File: src/rtl/gpled_pkg.sv
package gpled_pkg;

  typedef struct packed {
    logic [2:0] fsel;
    logic       dir_in;
    logic       dat;
  } pinctl_t;

  localparam pinctl_t CTL_RESET = '{fsel: 3'b000, dir_in: 1'b1, dat: 1'b1};

  // edge decode in input mode
  function automatic logic edge_hit(input logic [2:0] fsel, input logic rise, input logic fall);
    case (fsel)
      3'b001:  return rise;
      3'b010:  return fall;
      3'b011:  return rise | fall;
      default: return 1'b0;
    endcase
  endfunction

  // blink level for rate n
  function automatic logic flash_level(input logic [31:0] cnt, input logic [2:0] n,
                                       input int unsigned k);
    logic [31:0] t;
    t = cnt >> (32'(n) + k - 1);
    return t[0];
  endfunction

  // pulse train slot level
  function automatic logic train_level(input logic [7:0] pat, input logic [31:0] cnt,
                                       input int unsigned k);
    logic [31:0] t;
    t = cnt >> k;
    return pat[t[2:0]];
  endfunction

endpackage

File: src/rtl/gpled_ticker.sv
module gpled_ticker #(
  parameter int CNT_W = 9
) (
  input  logic             clk,
  input  logic             rst,
  output logic [CNT_W-1:0] cnt
);
  always_ff @(posedge clk) begin
    if (rst) cnt <= '0;
    else     cnt <= cnt + 1'b1;
  end

  p_step_r4: assert property (@(posedge clk) disable iff (rst)
    !$past(rst) |-> cnt == $past(cnt) + 1'b1);
endmodule

File: src/rtl/gpled_pinrx.sv
module gpled_pinrx #(
  parameter int FILT_N = 4
) (
  input  logic clk,
  input  logic rst,
  input  logic pin_raw,
  output logic level_sync,
  output logic level_filt,
  output logic rise,
  output logic fall
);
  localparam int FC_W = (FILT_N > 2) ? $clog2(FILT_N) : 1;

  logic            meta_q;
  logic [FC_W-1:0] run_q;
  logic            accept;

  assign accept = (level_sync != level_filt) && (run_q == FC_W'(FILT_N - 1));
  assign rise   = accept & level_sync;
  assign fall   = accept & ~level_sync;

  always_ff @(posedge clk) begin
    if (rst) begin
      meta_q     <= 1'b1;
      level_sync <= 1'b1;
      level_filt <= 1'b1;
      run_q      <= '0;
    end else begin
      meta_q     <= pin_raw;
      level_sync <= meta_q;
      if (level_sync == level_filt) begin
        run_q <= '0;
      end else if (accept) begin
        level_filt <= level_sync;
        run_q      <= '0;
      end else begin
        run_q <= run_q + 1'b1;
      end
    end
  end

  p_filt_hold_r6: assert property (@(posedge clk) disable iff (rst)
    (level_filt != $past(level_filt)) |->
      ($past(level_sync) == level_filt && $past(level_sync, 2) == level_filt));

  p_accept_moves_r7: assert property (@(posedge clk) disable iff (rst)
    (rise || fall) |=> (level_filt != $past(level_filt)));
endmodule

File: src/rtl/gpled_irqsel.sv
module gpled_irqsel #(
  parameter int NPIN  = 8,
  parameter int IDX_W = 3
) (
  input  logic             clk,
  input  logic             rst,
  input  logic [NPIN-1:0]  set_vec,
  input  logic             rd_stat,
  output logic             pend_any,
  output logic [IDX_W-1:0] pend_idx
);
  logic [NPIN-1:0] pend;
  logic [NPIN-1:0] clr_vec;

  always_comb begin
    pend_idx = '0;
    for (int i = NPIN - 1; i >= 0; i--)
      if (pend[i]) pend_idx = IDX_W'(i);
  end

  assign pend_any = |pend;

  always_comb begin
    clr_vec = '0;
    if (rd_stat && pend_any) clr_vec[pend_idx] = 1'b1;
  end

  always_ff @(posedge clk) begin
    if (rst) pend <= '0;
    else     pend <= (pend & ~clr_vec) | set_vec;
  end

  generate
    for (genvar g = 0; g < NPIN; g++) begin : g_chk
      p_pend_src_r8: assert property (@(posedge clk) disable iff (rst)
        $rose(pend[g]) |-> $past(set_vec[g]));
    end
  endgenerate

  p_one_clear_r9: assert property (@(posedge clk) disable iff (rst)
    ($countones(pend) + 1) >= $past($countones(pend)));

  p_low_first_r9: assert property (@(posedge clk) disable iff (rst)
    pend_any |-> (pend[pend_idx] && ((pend & ((NPIN'(1) << pend_idx) - 1'b1)) == '0)));
endmodule

File: src/rtl/gpled_bank.sv
module gpled_bank
  import gpled_pkg::*;
#(
  parameter int NPIN    = 8,
  parameter int FLASH_K = 2,
  parameter int FILT_N  = 4,
  localparam int AW     = $clog2(NPIN + 9)
) (
  input  logic            clk,
  input  logic            rst,
  input  logic            wr_en,
  input  logic            rd_en,
  input  logic [AW-1:0]   addr,
  input  logic [7:0]      wdata,
  output logic [7:0]      rdata,
  input  logic [NPIN-1:0] pin_in,
  output logic [NPIN-1:0] pin_out,
  output logic [NPIN-1:0] pin_oe,
  output logic            irq_n
);
  localparam int NPAT  = 8;
  localparam int CNT_W = FLASH_K + 7;
  localparam int IDX_W = (NPIN > 1) ? $clog2(NPIN) : 1;
  localparam int STAT  = NPIN + NPAT;

  pinctl_t          ctl [NPIN];
  logic [7:0]       pat [NPAT];
  logic [CNT_W-1:0] cnt;
  logic [NPIN-1:0]  lvl_sync, lvl_filt, ev_rise, ev_fall, set_vec;
  logic             pend_any, rd_stat;
  logic [IDX_W-1:0] pend_idx;
  logic [7:0]       rd_mux;

  gpled_ticker #(.CNT_W(CNT_W)) u_tick (.clk(clk), .rst(rst), .cnt(cnt));

  generate
    for (genvar g = 0; g < NPIN; g++) begin : g_pin
      gpled_pinrx #(.FILT_N(FILT_N)) u_rx (
        .clk(clk), .rst(rst), .pin_raw(pin_in[g]),
        .level_sync(lvl_sync[g]), .level_filt(lvl_filt[g]),
        .rise(ev_rise[g]), .fall(ev_fall[g]));

      assign set_vec[g] = ctl[g].dir_in & edge_hit(ctl[g].fsel, ev_rise[g], ev_fall[g]);
      assign pin_oe[g]  = ~ctl[g].dir_in;
      assign pin_out[g] = ctl[g].dat
                        ? train_level(pat[ctl[g].fsel], 32'(cnt), FLASH_K)
                        : ((ctl[g].fsel == 3'b000) ? 1'b0
                                                   : flash_level(32'(cnt), ctl[g].fsel, FLASH_K));
    end
  endgenerate

  assign rd_stat = rd_en && (addr == AW'(STAT));

  gpled_irqsel #(.NPIN(NPIN), .IDX_W(IDX_W)) u_irq (
    .clk(clk), .rst(rst), .set_vec(set_vec), .rd_stat(rd_stat),
    .pend_any(pend_any), .pend_idx(pend_idx));

  assign irq_n = ~pend_any;

  always_ff @(posedge clk) begin
    if (rst) begin
      for (int i = 0; i < NPIN; i++) ctl[i] <= CTL_RESET;
      for (int j = 0; j < NPAT; j++) pat[j] <= (j == 0) ? 8'hFF : 8'h00;
    end else if (wr_en) begin
      for (int i = 0; i < NPIN; i++)
        if (addr == AW'(i)) ctl[i] <= pinctl_t'(wdata[4:0]);
      for (int j = 0; j < NPAT; j++)
        if (addr == AW'(NPIN + j)) pat[j] <= wdata;
    end
  end

  always_comb begin
    rd_mux = 8'h00;
    for (int i = 0; i < NPIN; i++)
      if (addr == AW'(i))
        rd_mux = {3'b000, ctl[i].fsel, ctl[i].dir_in,
                  ctl[i].dir_in ? lvl_sync[i] : ctl[i].dat};
    for (int j = 0; j < NPAT; j++)
      if (addr == AW'(NPIN + j)) rd_mux = pat[j];
    if (addr == AW'(STAT))
      rd_mux = pend_any ? {1'b1, 2'b00, 5'(pend_idx)} : 8'h00;
  end

  always_ff @(posedge clk) begin
    if (rst)        rdata <= 8'h00;
    else if (rd_en) rdata <= rd_mux;
  end

  p_empty_status_r8: assert property (@(posedge clk) disable iff (rst)
    (rd_stat && !pend_any) |=> rdata == 8'h00);

  p_status_form_r8: assert property (@(posedge clk) disable iff (rst)
    (rd_stat && pend_any) |=> (rdata[7] && rdata[6:5] == 2'b00));
endmodule

File: config.mk
export PLATFORM = sky130hd
export DESIGN_NAME = gpled_bank
export DESIGN_NICKNAME = d
export VERILOG_FILES = /design/src/rtl/gpled_pkg.sv /design/src/rtl/gpled_ticker.sv /design/src/rtl/gpled_pinrx.sv /design/src/rtl/gpled_irqsel.sv /design/src/rtl/gpled_bank.sv
export SDC_FILE = /design/constraint.sdc
export NUM_CORES = 1
export LEC_CHECK = 0
export ABC_CLOCK_PERIOD_IN_PS = 2700
export BUFFER_PORTS_ARGS = -buffer_cell sky130_fd_sc_hd__buf_2
export CAP_MARGIN = 20
export CORE_ASPECT_RATIO = 2
export CORE_MARGIN = 8
export CORE_UTILIZATION = 55
export CTS_BUF_LIST = sky130_fd_sc_hd__clkbuf_2
export CTS_CLUSTER_DIAMETER = 200
export DETAILED_ROUTE_END_ITERATION = 8
export MAX_ROUTING_LAYER = met4
export PLACE_DENSITY = 0.85
export RECOVER_POWER = 50
export SYNTH_ARGS = -nofsm -noshare
export SYNTH_HDL_FRONTEND = slang
export SYNTH_SLANG_ARGS = --single-unit
File: constraint.sdc
create_clock -name clk -period 2.7 [get_ports clk]
set_input_delay 0.27 -clock clk [delete_from_list [all_inputs] [get_ports clk]]
set_output_delay 0.27 -clock clk [all_outputs]
set_load 0.005 [all_outputs]
==> metrics.txt <==
Setup CP Type=flip-flop to output pin; DRT antenna net count=0; EDFF count, synth=about 100; CP max stage cell=mux4_2; Flop pwr share=0.466; FMAX=approximately 280 MHz; CTS max path bufs=2; global route overflow=0; Slew Limit Headroom=-0.179; die height=237 µm; syn_nets=~1300; core area=between 20000 and 25000 µm²; final number of setup-violating endpoints=9; Starting Density=0.555; P per Cell Area=between 400 and 500 nW/µm²; Clk pwr share=0.216; Layout Nets=1585; Post-Synthesis Cell Area=about 13000 µm²; fin worst setup slack=-825 ps; cts bufs inserted=17; Rows=slightly above 80; final core utilization=0.688; yosys warns=0; cell taking the most area after synthesis=edfxtp_1; clock-pin slew on the worst setup and hold paths=between 300 and 400 ps; setup TNS=-5640 ps; initial antenna violation count=2; Worst Setup End Kind=output pin; Post-synth top cells=158 x nor2_1, 138 x mux4_2, 104 x edfxtp_1; die area=30000 µm²; GP Congestion=between 1 and 1.5; wire per inst=around 35 µm; WL final=around 63000 µm; top-count cell post-synth=nor2_1; H-tree levels=4; # IOs=50; async set-reset flop share out of synthesis=0; RSZ-0062 raised after global routing=yes; Hold WS=~73 ps; Final Hold Vio Count=0; First-pass DRT Iterations=8; family with the most delay on the worst path=multiplexers; Mapped Cells=~1300; CP required=around 2400 ps; total track usage=0.431; max incr delay on CP=570 ps; largest net degree at the start of global routing=55; CTS tree=done; top cells by area, synth=edfxtp_1 23%, mux4_2 23%, dfxtp_1 9.7%; cell-internal power=4280 µW; Slew @ Worst Pin=1770 ps; CTS sink cnt=169; maxcap violations=1; global-route wire length before repair=90300 µm; Sw Ratio=0.373; worst path cell trace=inv_2 > ha_4 > mux4_2 > mux2i_4 > a211oi_4 > nor3_4 > a31o_2 > a31oi_1 > buf_2; Root Buffer=clkbuf_2; CP Max Fanout=2; post-route clock period utilization=1.31; Yosys reg bits=approximately 170; Via density=7.53; Seq/Total Area, Yosys=0.329; failing checks=max-capacitance violations, max-slew violations, negative setup slack; main flop type after synthesis=edfxtp_1; post-place setup slack=42.8 ps; Chip Width=between 100 and 150 µm; Cell variety after synth=just under 80; DP HPWL=42400 µm; area delta synth->final=24.0%; Max VDD drop=0.965 mV; top cell type's share of synthesized area=0.232; status=finished with violations; fillers=between 1500 and 2000; CP startpoint kind=flip-flop; Comb pwr share=0.318; worst min path class=input port to flip-flop; Worst EP arrival=~3300 ps; min cycle time layout=roughly 3500 ps; port bufs=49; DRT iter0 DRCs=around 2400; Tot Pwr=6830 µW; DRC viols=0; static leakage=approximately 0.0064 µW; Worst Clk Skew=45.7 ps; Switch Pwr=2540 µW; Final Max Slew Viols=43; vias in the first global route=between 10000 and 15000; layout cell share with drive strength beyond 1=0.374; Buf/Inv on CP=2; Clk Latency, worst-skew pair=~870 ps; routed vias=about 14000; syn avg cell area=between 10 and 15 µm²
registers in the layout, indices dropped and copies added (netlist names):
register,flops
g_pin.u_rx.run_q,16
u_tick.cnt,9
g_pin.u_rx.meta_q,8
g_pin.u_rx.level_sync,8
rdata,8
ctl,40
pat,64
g_pin.u_rx.level_filt,8
u_irq.pend,8
worst reg2reg max path, delay by kind of cell, from the launching register on:
family         cells  cell delay, ps
AO/OA/AOI/OAI      5            1130
multiplexers       1             400
flip-flops         1             750
cell usage in the layout (no fill, tap or decap), types with 39 or more instances in the layout:
| cell | Yosys | routed |
|---|---|---|
| buf_4 | 11 | 203 |
| nor2_1 | 158 | 158 |
| mux4_2 | 138 | 141 |
| edfxtp_1 | 104 | 104 |
| nand2_1 | 81 | 80 |
| dfxtp_1 | 65 | 64 |
| buf_2 | 32 | 47 |
| inv_1 | 51 | 45 |
| nand3_1 | 41 | 40 |
| o21ai_0 | 42 | 39 |
repair_timing:
action                                 CTS  global route
endpoints found under the hold margin   98             0
setup endpoints to repair                8             9
buffers inserted                        76            11
pin swaps                               26            22
hold buffers                            19             0
gates cloned                             4             0
resized for setup                       73            44
layout make-up:
type	instances	area, µm²	share of cell area
Tap cell	290	363	0.0218
Timing Repair Buffer	318	2630	0.158
Multi-Input combinational cell	947	8770	0.526
Sequential cell	169	4430	0.265
Antenna cell	1	2.50	0.000150
Inverter	58	220	0.0132
Clock buffer	17	85.1	0.00510
Clock inverter	15	176	0.0106
power groups by stage:
| stage | Clock (µW) | Sequential, µW | Combinational [µW] |
|---|---|---|---|
| CTS | 1460 | 3140 | 2000 |
| floorplan | 0 | 3050 | 1120 |
| finish | 1470 | 3180 | 2170 |
| global placement | 0 | 3220 | 1680 |
| detailed placement | 0 | 3230 | 1700 |
| global route | 1550 | 3170 | 2250 |
per-stage QoR:
stage | cell area [µm²] | instances
final | 16700 | 1815
after global routing | 16700 | 1815
after CTS | 16400 | 1804
after detailed placement | 14900 | 1674
after global placement | 14900 | 1674
after floorplan | 13500 | 1269
worst paths after layout:
path | startpoint | to | slack (ps) | cells after the start
min | addr[2] | ctl[1][9]$_SDFFCE_PN0P_ | 70 | 3
min reg2reg | g_pin[2].u_rx.run_q[0]$_SDFF_PP0_ | g_pin[2].u_rx.run_q[0]$_SDFF_PP0_ | 440 | 1
max | ctl[1][18]$_DFFE_PP_ | pin_out[7] | -820 | 9
max reg2reg | ctl[0][5]$_SDFFCE_PN1P_ | rdata[0]$_SDFFE_PP0P_ | 300 | 6
per-layer routing:
metal	routed length [µm]	up-vias	global-route usage
met5	0	-	-
met4	6920	0	0.350
met3	8100	452	0.121
met2	29200	1363	0.665
met1	19000	6452	0.455
li1	-	5408	-
cells by family (layout without fill, tap and decap cells):
group	count (synthesis)	count (layout)	share of synthesized area
and+or+nand+nor	453	453	0.165
AOI/OAI and AO/OA	244	244	0.128
muxes	187	187	0.273
DFF	169	169	0.329
buffers and inverters	153	408	0.0504
adders and majority gates	49	49	0.0456
xor gates and xnor gates	14	14	0.00912
other	0	1	0
(Power assumes the default switching activity.)
